## src/rtl/lsfmt_pkg.sv

```systemverilog
package lsfmt_pkg;

    localparam int DW     = 64;
    localparam int NB     = DW / 8;
    localparam int OFS_W  = $clog2(NB);
    localparam int OPC_W  = 10;
    localparam int BIT_W  = $clog2(DW);

    typedef enum logic [1:0] {
        SZ_BYTE   = 2'd0,
        SZ_HALF   = 2'd1,
        SZ_WORD   = 2'd2,
        SZ_DOUBLE = 2'd3
    } acc_size_e;

    typedef enum logic [1:0] {
        K_NONE  = 2'd0,
        K_LOAD  = 2'd1,
        K_STORE = 2'd2
    } acc_kind_e;

    typedef struct packed {
        acc_kind_e kind;
        acc_size_e size;
        logic      sext;
        logic      swap;
    } acc_ctrl_t;

    // Load opcodes
    localparam logic [OPC_W-1:0] XO_LB_Z   = 10'd87;
    localparam logic [OPC_W-1:0] XO_LH_Z   = 10'd279;
    localparam logic [OPC_W-1:0] XO_LW_Z   = 10'd23;
    localparam logic [OPC_W-1:0] XO_LD     = 10'd21;
    localparam logic [OPC_W-1:0] XO_LH_S   = 10'd343;
    localparam logic [OPC_W-1:0] XO_LW_S   = 10'd341;
    localparam logic [OPC_W-1:0] XO_LB_RSV = 10'd52;
    localparam logic [OPC_W-1:0] XO_LH_RSV = 10'd116;
    localparam logic [OPC_W-1:0] XO_LW_RSV = 10'd20;
    localparam logic [OPC_W-1:0] XO_LD_RSV = 10'd84;
    localparam logic [OPC_W-1:0] XO_LH_REV = 10'd790;
    localparam logic [OPC_W-1:0] XO_LW_REV = 10'd534;
    localparam logic [OPC_W-1:0] XO_LD_REV = 10'd532;
    // Store opcodes
    localparam logic [OPC_W-1:0] XO_SB     = 10'd215;
    localparam logic [OPC_W-1:0] XO_SH     = 10'd407;
    localparam logic [OPC_W-1:0] XO_SW     = 10'd151;
    localparam logic [OPC_W-1:0] XO_SD     = 10'd149;
    localparam logic [OPC_W-1:0] XO_SH_REV = 10'd918;
    localparam logic [OPC_W-1:0] XO_SW_REV = 10'd662;
    localparam logic [OPC_W-1:0] XO_SD_REV = 10'd660;

    function automatic int size_bytes(acc_size_e s);
        return 1 << s;
    endfunction

    // Clear offset bits below the access size
    function automatic logic [OFS_W-1:0] align_offset(logic [OFS_W-1:0] ofs, acc_size_e s);
        logic [OFS_W-1:0] low;
        low = OFS_W'((1 << s) - 1);
        return ofs & ~low;
    endfunction

    // Bit distance from the least significant end to the accessed field
    function automatic int field_shift(logic [OFS_W-1:0] ofs, acc_size_e s);
        return 8 * (NB - int'(align_offset(ofs, s)) - size_bytes(s));
    endfunction

    // Reverse the low n bytes of a value; upper bytes become zero
    function automatic logic [DW-1:0] byte_reverse(logic [DW-1:0] d, acc_size_e s);
        logic [DW-1:0] r;
        int n;
        n = size_bytes(s);
        r = '0;
        for (int i = 0; i < NB; i++) begin
            if (i < n) begin
                r[8*i +: 8] = d[8*(n-1-i) +: 8];
            end
        end
        return r;
    endfunction

endpackage

```

## src/rtl/lsfmt_decode.sv

```systemverilog
module lsfmt_decode
    import lsfmt_pkg::*;
(
    input  logic [OPC_W-1:0] opc,
    output acc_ctrl_t        ctrl
);

    always_comb begin
        ctrl = '{kind: K_NONE, size: SZ_BYTE, sext: 1'b0, swap: 1'b0};
        case (opc)
            XO_LB_Z, XO_LB_RSV: ctrl = '{kind: K_LOAD, size: SZ_BYTE,   sext: 1'b0, swap: 1'b0};
            XO_LH_Z, XO_LH_RSV: ctrl = '{kind: K_LOAD, size: SZ_HALF,   sext: 1'b0, swap: 1'b0};
            XO_LW_Z, XO_LW_RSV: ctrl = '{kind: K_LOAD, size: SZ_WORD,   sext: 1'b0, swap: 1'b0};
            XO_LD,   XO_LD_RSV: ctrl = '{kind: K_LOAD, size: SZ_DOUBLE, sext: 1'b0, swap: 1'b0};
            XO_LH_S:            ctrl = '{kind: K_LOAD, size: SZ_HALF,   sext: 1'b1, swap: 1'b0};
            XO_LW_S:            ctrl = '{kind: K_LOAD, size: SZ_WORD,   sext: 1'b1, swap: 1'b0};
            XO_LH_REV:          ctrl = '{kind: K_LOAD, size: SZ_HALF,   sext: 1'b0, swap: 1'b1};
            XO_LW_REV:          ctrl = '{kind: K_LOAD, size: SZ_WORD,   sext: 1'b0, swap: 1'b1};
            XO_LD_REV:          ctrl = '{kind: K_LOAD, size: SZ_DOUBLE, sext: 1'b0, swap: 1'b1};
            XO_SB:              ctrl = '{kind: K_STORE, size: SZ_BYTE,   sext: 1'b0, swap: 1'b0};
            XO_SH:              ctrl = '{kind: K_STORE, size: SZ_HALF,   sext: 1'b0, swap: 1'b0};
            XO_SW:              ctrl = '{kind: K_STORE, size: SZ_WORD,   sext: 1'b0, swap: 1'b0};
            XO_SD:              ctrl = '{kind: K_STORE, size: SZ_DOUBLE, sext: 1'b0, swap: 1'b0};
            XO_SH_REV:          ctrl = '{kind: K_STORE, size: SZ_HALF,   sext: 1'b0, swap: 1'b1};
            XO_SW_REV:          ctrl = '{kind: K_STORE, size: SZ_WORD,   sext: 1'b0, swap: 1'b1};
            XO_SD_REV:          ctrl = '{kind: K_STORE, size: SZ_DOUBLE, sext: 1'b0, swap: 1'b1};
            default:            ctrl = '{kind: K_NONE, size: SZ_BYTE,   sext: 1'b0, swap: 1'b0};
        endcase
    end

endmodule

```

## src/rtl/lsfmt_lane_mask.sv

```systemverilog
module lsfmt_lane_mask
    import lsfmt_pkg::*;
(
    input  acc_size_e         size,
    output logic [DW-1:0]     keep_bits
);

    // Bit mask covering the low size_bytes(size) bytes
    for (genvar g = 0; g < NB; g++) begin : g_lane
        assign keep_bits[8*g +: 8] = {8{(g < size_bytes(size))}};
    end

endmodule

```

## src/rtl/lsfmt_load_fmt.sv

```systemverilog
module lsfmt_load_fmt
    import lsfmt_pkg::*;
(
    input  logic                en,
    input  acc_size_e           size,
    input  logic                sext,
    input  logic                swap,
    input  logic [OFS_W-1:0]    ofs,
    input  logic [DW-1:0]       keep_bits,
    input  logic [DW-1:0]       mem,
    output logic [DW-1:0]       result
);

    logic [DW-1:0] field;
    logic [DW-1:0] ordered;
    logic          msb;

    always_comb begin
        field   = (mem >> field_shift(ofs, size)) & keep_bits;
        ordered = swap ? byte_reverse(field, size) : field;
        msb     = ordered[BIT_W'(8 * size_bytes(size) - 1)];
        if (!en) begin
            result = '0;
        end else if (sext && msb) begin
            result = ordered | ~keep_bits;
        end else begin
            result = ordered;
        end
    end

endmodule

```

## src/rtl/lsfmt_store_fmt.sv

```systemverilog
module lsfmt_store_fmt
    import lsfmt_pkg::*;
(
    input  logic                en,
    input  acc_size_e           size,
    input  logic                swap,
    input  logic [OFS_W-1:0]    ofs,
    input  logic [DW-1:0]       keep_bits,
    input  logic [DW-1:0]       src,
    output logic [DW-1:0]       data,
    output logic [NB-1:0]       byte_en
);

    logic [DW-1:0]    low_part;
    logic [DW-1:0]    ordered;
    logic [OFS_W-1:0] base;
    logic [NB-1:0]    lanes;

    always_comb begin
        low_part = src & keep_bits;
        ordered  = swap ? byte_reverse(low_part, size) : low_part;
        base     = align_offset(ofs, size);
    end

    // Lane k is offset k; enable the offsets the access covers
    for (genvar k = 0; k < NB; k++) begin : g_be
        assign lanes[k] = (k >= int'(base)) && (k < int'(base) + size_bytes(size));
    end

    assign data    = en ? (ordered << field_shift(ofs, size)) : '0;
    assign byte_en = en ? lanes : '0;

endmodule

```

## src/rtl/lsfmt_top.sv

```systemverilog
module lsfmt_top
    import lsfmt_pkg::*;
(
    input  logic [OPC_W-1:0] op_xo,
    input  logic [OFS_W-1:0] addr_ofs,
    input  logic [DW-1:0]    mem_rdata,
    input  logic [DW-1:0]    reg_wdata,
    output logic [DW-1:0]    ld_result,
    output logic [DW-1:0]    st_data,
    output logic [NB-1:0]    st_byte_en,
    output logic             is_load,
    output logic             is_store,
    output logic             illegal
);

    acc_ctrl_t     ctrl;
    logic [DW-1:0] keep_bits;

    lsfmt_decode u_decode (
        .opc  (op_xo),
        .ctrl (ctrl)
    );

    lsfmt_lane_mask u_mask (
        .size      (ctrl.size),
        .keep_bits (keep_bits)
    );

    lsfmt_load_fmt u_load (
        .en        (ctrl.kind == K_LOAD),
        .size      (ctrl.size),
        .sext      (ctrl.sext),
        .swap      (ctrl.swap),
        .ofs       (addr_ofs),
        .keep_bits (keep_bits),
        .mem       (mem_rdata),
        .result    (ld_result)
    );

    lsfmt_store_fmt u_store (
        .en        (ctrl.kind == K_STORE),
        .size      (ctrl.size),
        .swap      (ctrl.swap),
        .ofs       (addr_ofs),
        .keep_bits (keep_bits),
        .src       (reg_wdata),
        .data      (st_data),
        .byte_en   (st_byte_en)
    );

    assign is_load  = (ctrl.kind == K_LOAD);
    assign is_store = (ctrl.kind == K_STORE);
    assign illegal  = (ctrl.kind == K_NONE);

endmodule

```

## config.mk

```make
export PLATFORM = sky130hd
export DESIGN_NAME = lsfmt_top
export DESIGN_NICKNAME = d
export VERILOG_FILES = /design/src/rtl/lsfmt_pkg.sv /design/src/rtl/lsfmt_decode.sv /design/src/rtl/lsfmt_lane_mask.sv /design/src/rtl/lsfmt_load_fmt.sv /design/src/rtl/lsfmt_store_fmt.sv /design/src/rtl/lsfmt_top.sv
export SDC_FILE = /design/constraint.sdc
export NUM_CORES = 1
export LEC_CHECK = 0
export BUFFER_PORTS_ARGS = -buffer_cell sky130_fd_sc_hd__buf_2
export CAP_MARGIN = 20
export CORE_MARGIN = 2
export CORE_UTILIZATION = 40
export DETAILED_ROUTE_END_ITERATION = 12
export PLACE_DENSITY = 0.6
export SETUP_SLACK_MARGIN = 0.05
export SYNTH_ARGS = -nofsm -noshare
export SYNTH_HDL_FRONTEND = slang
export SYNTH_HIERARCHICAL = 1
export SYNTH_SLANG_ARGS = --single-unit
```

## constraint.sdc

```tcl
create_clock -name vclk -period 33.9
set_clock_uncertainty 0.05 [all_clocks]
set_input_delay 6.78 -clock vclk [all_inputs]
set_output_delay 6.78 -clock vclk [all_outputs]
set_load 0.01 [all_outputs]
```

# Word level (Yosys, flattened, before mapping)
# Cells that the tools add are included.
totals:
  ram_bits: 0
  wordCells: 122
  reg_bits: 0
  latch_bits: 0
  input_bits: 141
  mem_count: 0
  romBits: 0
  output_inout_bits: 139
op_classes:
  mux: 26
  n_eq_ne: 22
  reduce_logical: 13
  n_bitwise: 6
  div: 0
  n_shift: 19
  multipliers: 0
  magnitude_cmp: 24
  n_addsub: 12
ops:
  columns: ["cell", "count"]
  rows:
  - ["64-bit by 32-bit variable part select with 8-bit output", 16]
  - ["64-bit 2-to-1 mux", 5]
  - ["4-bit by 32-bit less-than comparator with 1-bit output, first input constant", 8]
  - ["8-bit 2-to-1 mux", 17]
  - ["64-bit AND", 2]
  - ["3-bit by 32-bit less-than comparator with 1-bit output, first input constant", 4]
  - ["29-bit by 4-bit subtractor with 29-bit output, second input constant", 4]
  - ["6-bit case mux with 16 select lines", 1]
  - ["1-bit by 32-bit less-than comparator with 1-bit output, first input constant", 2]
  - ["2-bit by 32-bit less-than comparator with 1-bit output, first input constant", 2]
  - ["64-bit NOT", 1]
  - ["64-bit OR", 1]
  - ["64-bit by 32-bit left shift with 64-bit output", 1]
  - ["64-bit by 32-bit >> shifter with 64-bit output", 1]
  - ["10-bit equality test, second input constant", 6]
  - ["29-bit by 2-bit subtractor with 29-bit output, second input constant", 2]
  - ["29-bit by 3-bit subtractor with 29-bit output, second input constant", 2]
  - ["10-bit by 9-bit equality test with 1-bit output, second input constant", 4]
  - ["4-bit by 32-bit adder with 32-bit output", 1]
  - ["1-bit by 2-bit left shift with 32-bit output, first input constant", 1]
  - ["10-bit by 5-bit equality test with 1-bit output, second input constant", 3]
  - ["10-bit by 7-bit equality test with 1-bit output, second input constant", 3]
  - ["10-bit by 8-bit equality test with 1-bit output, second input constant", 3]
  - ["5-bit by 29-bit subtractor with 29-bit output", 1]
  - ["other kinds (16)", 31]

# Longest topological paths before layout
# Gate-level depths: netlist of the first run.
depth:
  word_depth: 20
  mapped_depth: 30
  mapped_depth_nobuf: 24

# Modules after synthesis
# The synthesis of the first run kept the hierarchy.
modules_own_cells:
  columns: ["module", "seq_area_each_um2", "cells_per_inst", "area_each_um2", "n_inst"]
  rows:
  - ["lsfmt_load_fmt", 0.0, 1070, 7521.0, 1]
  - ["lsfmt_store_fmt", 0.0, 816, 5751.8, 1]
  - ["lsfmt_lane_mask", 0.0, 65, 475.5, 1]
  - ["lsfmt_decode", 0.0, 55, 374.1, 1]
  - ["lsfmt_top", 0.0, 3, 18.8, 1]

# Worst setup path after synthesis of the first run
# OpenSTA, ideal clock, no wires.
synth_timing:
  kind: "input to output"
  startpoint: "in op_xo[8]"
  endpoint: "out ld_result[14]"
  stages: 30
  arrival_time_ps: 13671
  setup_slack_ps: 13399
  required_time_ps: 27070
  path_buffers: 7
  path_cell_list: "buf_6 or4b_4 nor2_2 a21oi_1 o22ai_1 inv_1 ha_1 ha_1 clkbuf_1 clkbuf_1 buf_1 nand2_1 ha_1 xnor2_1 ha_1 a21oi_1 o21a_1 inv_1 fa_1 clkbuf_1 inv_1 o2111a_1 a21oi_1 nor3_1 a221oi_1 o2111ai_1 nand3_1 buf_4 buf_4 o31ai_2"
synth_rtl:
  columns: ["item", "line_no", "rtl"]
  rows:
  - ["start, declared", "lsfmt_top.sv:4", "input logic [OPC_W-1:0] op_xo,"]
  - ["end, declared", "lsfmt_top.sv:8", "output logic [DW-1:0] ld_result,"]

==> results.tsv, run 1 <==
metric	value	unit
GPL Wtd Cong	1.08	
relative slew slack	24.8	%
Worst setup SP type	primary input	
distinct cell type count after synthesis	110	
leak pwr	5.31	nW
first-iteration detailed-routing DRC count	3284	
vias	18800	
largest net degree at the start of global routing	79	
Initial Util	40.7	%
# resized after CTS	0	
CLK BUF	0	
Max VDD drop	14.8	uV
CP endpoint kind	output pin	
Hold Buf Count CTS	0	
Ys Warns	6	
Die Ht	192	um
slowest cell on the critical path	buf_4	
Worst Hold Class	in2out	
first-pass GRT wire length	109	mm
Max Freq	0.0450	GHz
TNS Setup	0	ns
final instance area	0.0152	mm2
commonest non-fill, non-tap cell in the layout	buf_2	
slack of the critical path	11.68	ns
TritonRoute pass-1 iters	6	
Fin Hold WS	14.07	ns
Post-DRT Antenna Nets	0	
WP data required	27.07	ns
Util after Layout	43.9	%
wirelength, routed	75.0	mm
pre-CTS WS	11.78	ns
setup violators final	0	
Die Wd	192	um
final hold vios	0	
worst hold path endpoint	st_data[48]	
gr usage total	38.6	%
nets	2287	
Post-CTS Setup Inserts	0	
GRT Residual Overflow	0	
I/O pin cnt	280	
hold path startpoint	reg_wdata[48]	
number of cells on the worst hold path	6	
Placed Area	0.0152	mm2
min Tclk post-route	22.22	ns
IO Port Bufs	280	
Max Fanout on Critical Path	65	
RSZ-0062 raised after global routing	false	
final worst path period share	65.6	%
vias in the first global route	17100	
Via density	7.35	
register area	0	um2
max-cap violation count	0	
status	completed	
Post-DP HPWL	55.8	mm
Syn-to-layout area delta	7.72	%
crit path from	op_xo[5]	
most frequent cells in the layout	280 x buf_2, 267 x nand2_1, 179 x nor2_1	
Post-Syn Area	0.0141	mm2
layout cells sized above 1	26.2	%
pwr/cell area	12.0	mW/mm2
arrival time worst endpoint	15.39	ns
slew at the pin closest to its max-slew limit	1.11	ns
Cells after Synth	2009	
drt drc	0	
slowest stage delay, CP	0.64	ns
Die ar.	0.0369	mm2
flip-flop and latch count	0	
register area share after synthesis	0	%
Routed wire per std cell	29.2	um
most frequent CP cell	buf_4	
CORE AREA	0.0347	mm2
antenna violations before repair	4	
max-slew violation count	0	
Core Rows	68	
Mapped Avg Cell Area	7.04	um2
CP Class	in2out	
-- where the power goes --
part / switching, W / total, W / internal, W
logic: 0.000126 / 0.000182 / 0.0000567
clock network: 0 / 0.00000000000793 / 0.00000000000792
registers: 0 / 0 / 0
-- critical path, delay by kind of cell --
family          cells  cell delay (ns)
fa+ha+maj           4             1.76
buf+inv             9             2.82
simple gates        7             2.25
compound gates      7             1.59
xor+xnor            1             0.08
-- logic make-up after synthesis --
group	count (synthesis)	synth area share [%]
multiplexers	174	18.9
XOR/XNOR	6	0.558
AND/OR/NAND/NOR	851	30.8
buffers and inverters	284	10.8
AO/OA/AOI/OAI	656	35.5
adder cells (fa/ha/maj)	37	3.47
other	1	0.0265
-- worst max-delay path by stage --
stage,end,slack [ns],cells after the start
2_1_floorplan,ld_result[14],13.40,30
3_3_place_gp,ld_result[33],12.08,28
3_5_place_dp,ld_result[31],11.78,27
4_1_cts,ld_result[31],11.75,27
5_1_grt,ld_result[32],11.29,28
6_report,ld_result[61],11.68,28
-- layout make-up --
type	instances	area [um2]
multi-input cells	1732	12700
diodes	2	5.00
fillers	3754	19500
inverters	51	191
well taps	455	569
repair buffers	325	1760
-- metal layers --
layer  up-vias  track usage (%)  share of wire, %
li1       8054                -                 -
met1      8967             54.8                41
met2      1568             57.0                42
met3       259             7.82                13
met4         0             14.6               4.5
met5         -                0                 0
-- cell usage after synthesis (9+ instances only) --
| master | number | area share (%) |
|---|---|---|
| nand4_1 | 32 | 1.4 |
| nor3_1 | 66 | 2.3 |
| nand2b_1 | 17 | 0.75 |
| o21ai_0 | 82 | 2.9 |
| ha_1 | 32 | 2.8 |
| o22a_1 | 10 | 0.62 |
| mux2i_1 | 66 | 4.7 |
| buf_6 | 17 | 1.4 |
| and4_1 | 17 | 1.1 |
| nor2_1 | 179 | 4.8 |
| buf_2 | 34 | 1.2 |
| or3_1 | 10 | 0.44 |
| a221oi_1 | 10 | 0.62 |
| buf_4 | 74 | 3.9 |
| o221ai_1 | 20 | 1.2 |
| o31ai_1 | 21 | 1.1 |
| o32ai_2 | 15 | 1.7 |
| nand3_1 | 80 | 2.8 |
| o211ai_1 | 25 | 1.3 |
| and2_1 | 25 | 1.1 |
| and3_1 | 24 | 1.1 |
| o31ai_2 | 43 | 3.8 |
| a21oi_1 | 104 | 3.7 |
| a211oi_1 | 34 | 1.8 |
| clkbuf_1 | 86 | 2.3 |
| nand3b_1 | 9 | 0.48 |
| o22ai_1 | 70 | 3.1 |
| mux4_2 | 63 | 10 |
| a22oi_1 | 16 | 0.85 |
| nand4bb_1 | 13 | 1.0 |
| nor4_1 | 20 | 0.88 |
| o32ai_1 | 16 | 0.99 |
| a31oi_1 | 37 | 1.6 |
| inv_1 | 47 | 1.2 |
| nand2_1 | 267 | 7.1 |
| nand4b_1 | 36 | 2.2 |
| buf_1 | 21 | 0.56 |
| o2111ai_1 | 9 | 0.56 |
| mux2_2 | 39 | 3.1 |
| a2bb2oi_1 | 9 | 0.56 |
| a32oi_1 | 13 | 0.81 |
| nor2b_1 | 12 | 0.53 |
-- per-stage QoR --
stage | cells | total power, W
after CTS | 2561 | 0.000173
after floorplan | 2016 | 0.000113
after global placement | 2561 | 0.000171
after detailed placement | 2561 | 0.000172
after global routing | 2565 | 0.000189
final | 2565 | 0.000182
No activity file was read; power rests on OpenSTA's default activity.
==> run 2, diff against run 1 <==
--- a/config.mk
+++ b/config.mk
@@ -10,7 +10,7 @@
 export CORE_MARGIN = 2
 export CORE_UTILIZATION = 40
 export DETAILED_ROUTE_END_ITERATION = 12
-export PLACE_DENSITY = 0.6
+export PLACE_DENSITY = 0.62
 export SETUP_SLACK_MARGIN = 0.05
 export SYNTH_ARGS = -nofsm -noshare
 export SYNTH_HDL_FRONTEND = slang
==> constraint.sdc (replaced) <==
create_clock -name vclk -period 18.2
set_clock_uncertainty 0.05 [all_clocks]
set_input_delay 3.64 -clock vclk [all_inputs]
set_output_delay 3.64 -clock vclk [all_outputs]
set_load 0.01 [all_outputs]
==> run 2 against run 1 <==
  * Combinational power up 87%
  * Routed wire length shrank 1.2%
  * Final area barely moved
  * Cell count barely moved
  * Non-clock buffer count decreased by 2
  * Hold slack worse by 6.3 ns
  * Sequential share of layout area did not move
  * Flip-flop and latch count unchanged
  * Power up 87%
  * Via count shrank 1.1%
  * Global-route usage down 0.40 points
  * Largest power group unchanged
==> results.tsv, run 2 (synthesis gave the netlist of run 1 again) <==
metric	value	unit	change
status	completed		
slowest stage delay, CP	0.65	ns	about the same
final hold vios	0		unchanged
Die ar.	0.0369	mm2	unchanged
Layout Cells excl Fill	2566		+0.039%
slowest cell on the critical path	nor4_2		
Syn-to-layout area delta	7.70	%	about the same
max-cap violation count	0		unchanged
setup violators final	0		unchanged
first-pass GRT wire length	108	mm	-0.83%
# resized after CTS	0		unchanged
IO Port Bufs	280		unchanged
largest net degree at the start of global routing	79		unchanged
Hold Buf Count CTS	0		unchanged
placed insts	2559		-0.078%
Initial Util	40.7	%	unchanged
vias in the first global route	17000		-0.23%
most frequent cells in the layout	280 x buf_2, 267 x nand2_1, 179 x nor2_1		
area occupied by multi-input gates	0.0127	mm2	about the same
Post-CTS Setup Inserts	0		unchanged
Max Fanout on Critical Path	69		+6.2%
max-slew violation count	0		unchanged
TritonRoute pass-1 iters	7		+1
relative slew slack	19.5	%	-5.3 points
wirelength, routed	74.1	mm	-1.2%
CP Class	in2out		
met1 Resource Use GR	54.1	%	-0.70 points
Routed wire per std cell	28.9	um	-1.2%
drt drc	0		unchanged
RSZ-0062 raised after global routing	false		
Via density	7.26		-1.2%
Die Ht	192	um	unchanged
Post-DP HPWL	55.1	mm	-1.3%
I/O pin cnt	280		unchanged
grt met3 use	8.20	%	+0.38 points
final worst path period share	87.1	%	
worst hold path endpoint	illegal		
Layout fillers	3690		-1.7%
slew at the pin closest to its max-slew limit	1.20	ns	+0.0887 ns
hold path startpoint	op_xo[7]		
number of cells on the worst hold path	5		-1
layout cells sized above 1	26.1	%	-0.070 points
CP endpoint kind	output pin		
CP Cell Sequence	buf_2 -> nand4bb_1 -> nor4_2 -> a21oi_1 -> o22ai_4 -> buf_4 -> ha_1 -> clkinv_1 -> ha_1 -> nand2_1 -> o21a_1 -> inv_1 -> fa_1 -> inv_1 -> o2111a_1 -> a21o_1 -> buf_4 -> nand2_1 -> a2bb2oi_1 -> nand3_1 -> nand4_4 -> buf_4 -> o32ai_2 -> buf_2		
Die Wd	192	um	unchanged
Worst Hold Class	in2out		
Worst setup SP type	primary input		
first-iteration detailed-routing DRC count	2723		-17%
most frequent CP cell	buf_4		
TNS Setup	0	ns	unchanged
gr usage total	38.2	%	-0.40 points
commonest non-fill, non-tap cell in the layout	buf_2		
flip-flop and latch count	0		unchanged
Core Rows	68		unchanged
CLK BUF	0		unchanged
GRT Residual Overflow	0		unchanged
nets	2285		-0.087%
pwr/cell area	22.4	mW/mm2	+87%
GPL Wtd Cong	1.05		-2.2%
Post-DRT Antenna Nets	0		unchanged
Top Usage Layer GRT	met2		
WP data required	14.51	ns	-12.56 ns
vias	18600		-1.1%
arrival time worst endpoint	12.16	ns	-3.23 ns
min Tclk post-route	15.85	ns	
grt met2 use	57.3	%	+0.32 points
Max Freq	0.0631	GHz	
Max VDD drop	21.0	uV	+42%
register area	0	um2	unchanged
total power	0.000341	W	+87%
CORE AREA	0.0347	mm2	unchanged
antenna violations before repair	5		+1
leak pwr	5.30	nW	-0.17%
[run 2: cell type report]
type,instances,share of cell area [%]
Antenna cell,5,0.0822
Inverter,51,1.26
Multi-Input combinational cell,1732,83.5
Tap cell,455,3.74
Timing Repair Buffer,323,11.5
[run 2: where the power goes]
part | total [W] | switching (W) | internal, W | leakage, nW
logic | 0.000341 | 0.000236 | 0.000105 | 5.30
clock network | 0.0000000000368 | 0 | 0.0000000000368 | 0.0000317
registers | 0 | 0 | 0 | 0
total | 0.000341 | 0.000236 | 0.000105 | 5.30
[run 2: critical path, delay by kind of cell]
family | cells | cell delay, ns
buffers and inverters | 8 | 2.69
AO/OA/AOI/OAI | 7 | 1.57
AND/OR/NAND/NOR | 6 | 2.40
adder cells (fa/ha/maj) | 3 | 1.77
[run 2: metal layers]
| layer | vias to the layer above | share of wire [%] |
|---|---|---|
| met2 | 1468 | 42 |
| met1 | 8899 | 41 |
| li1 | 8056 | - |
| met5 | - | 0 |
| met3 | 215 | 13 |
| met4 | 0 | 3.8 |
[run 2: worst max-delay path by stage]
stage                          endpoint  slack, ns     start
after global routing      ld_result[28]       2.06  op_xo[3]
after global placement    ld_result[28]       2.94  op_xo[3]
after floorplan           ld_result[14]       3.98  op_xo[8]
final                     ld_result[28]       2.35  op_xo[3]
after CTS                 ld_result[28]       2.65  op_xo[3]
after detailed placement  ld_result[28]       2.68  op_xo[3]
[run 2: per-stage QoR]
step	hold WS, ns	area [um2]	util (%)	worst slack (ns)
2_1_floorplan	7.50	14200	-	3.98
3_3_place_gp	7.75	15200	43.7	2.94
3_5_place_dp	7.75	15200	43.7	2.68
4_1_cts	7.75	15200	43.7	2.65
5_1_grt	7.84	15200	43.9	2.06
6_report	7.74	15200	43.9	2.35
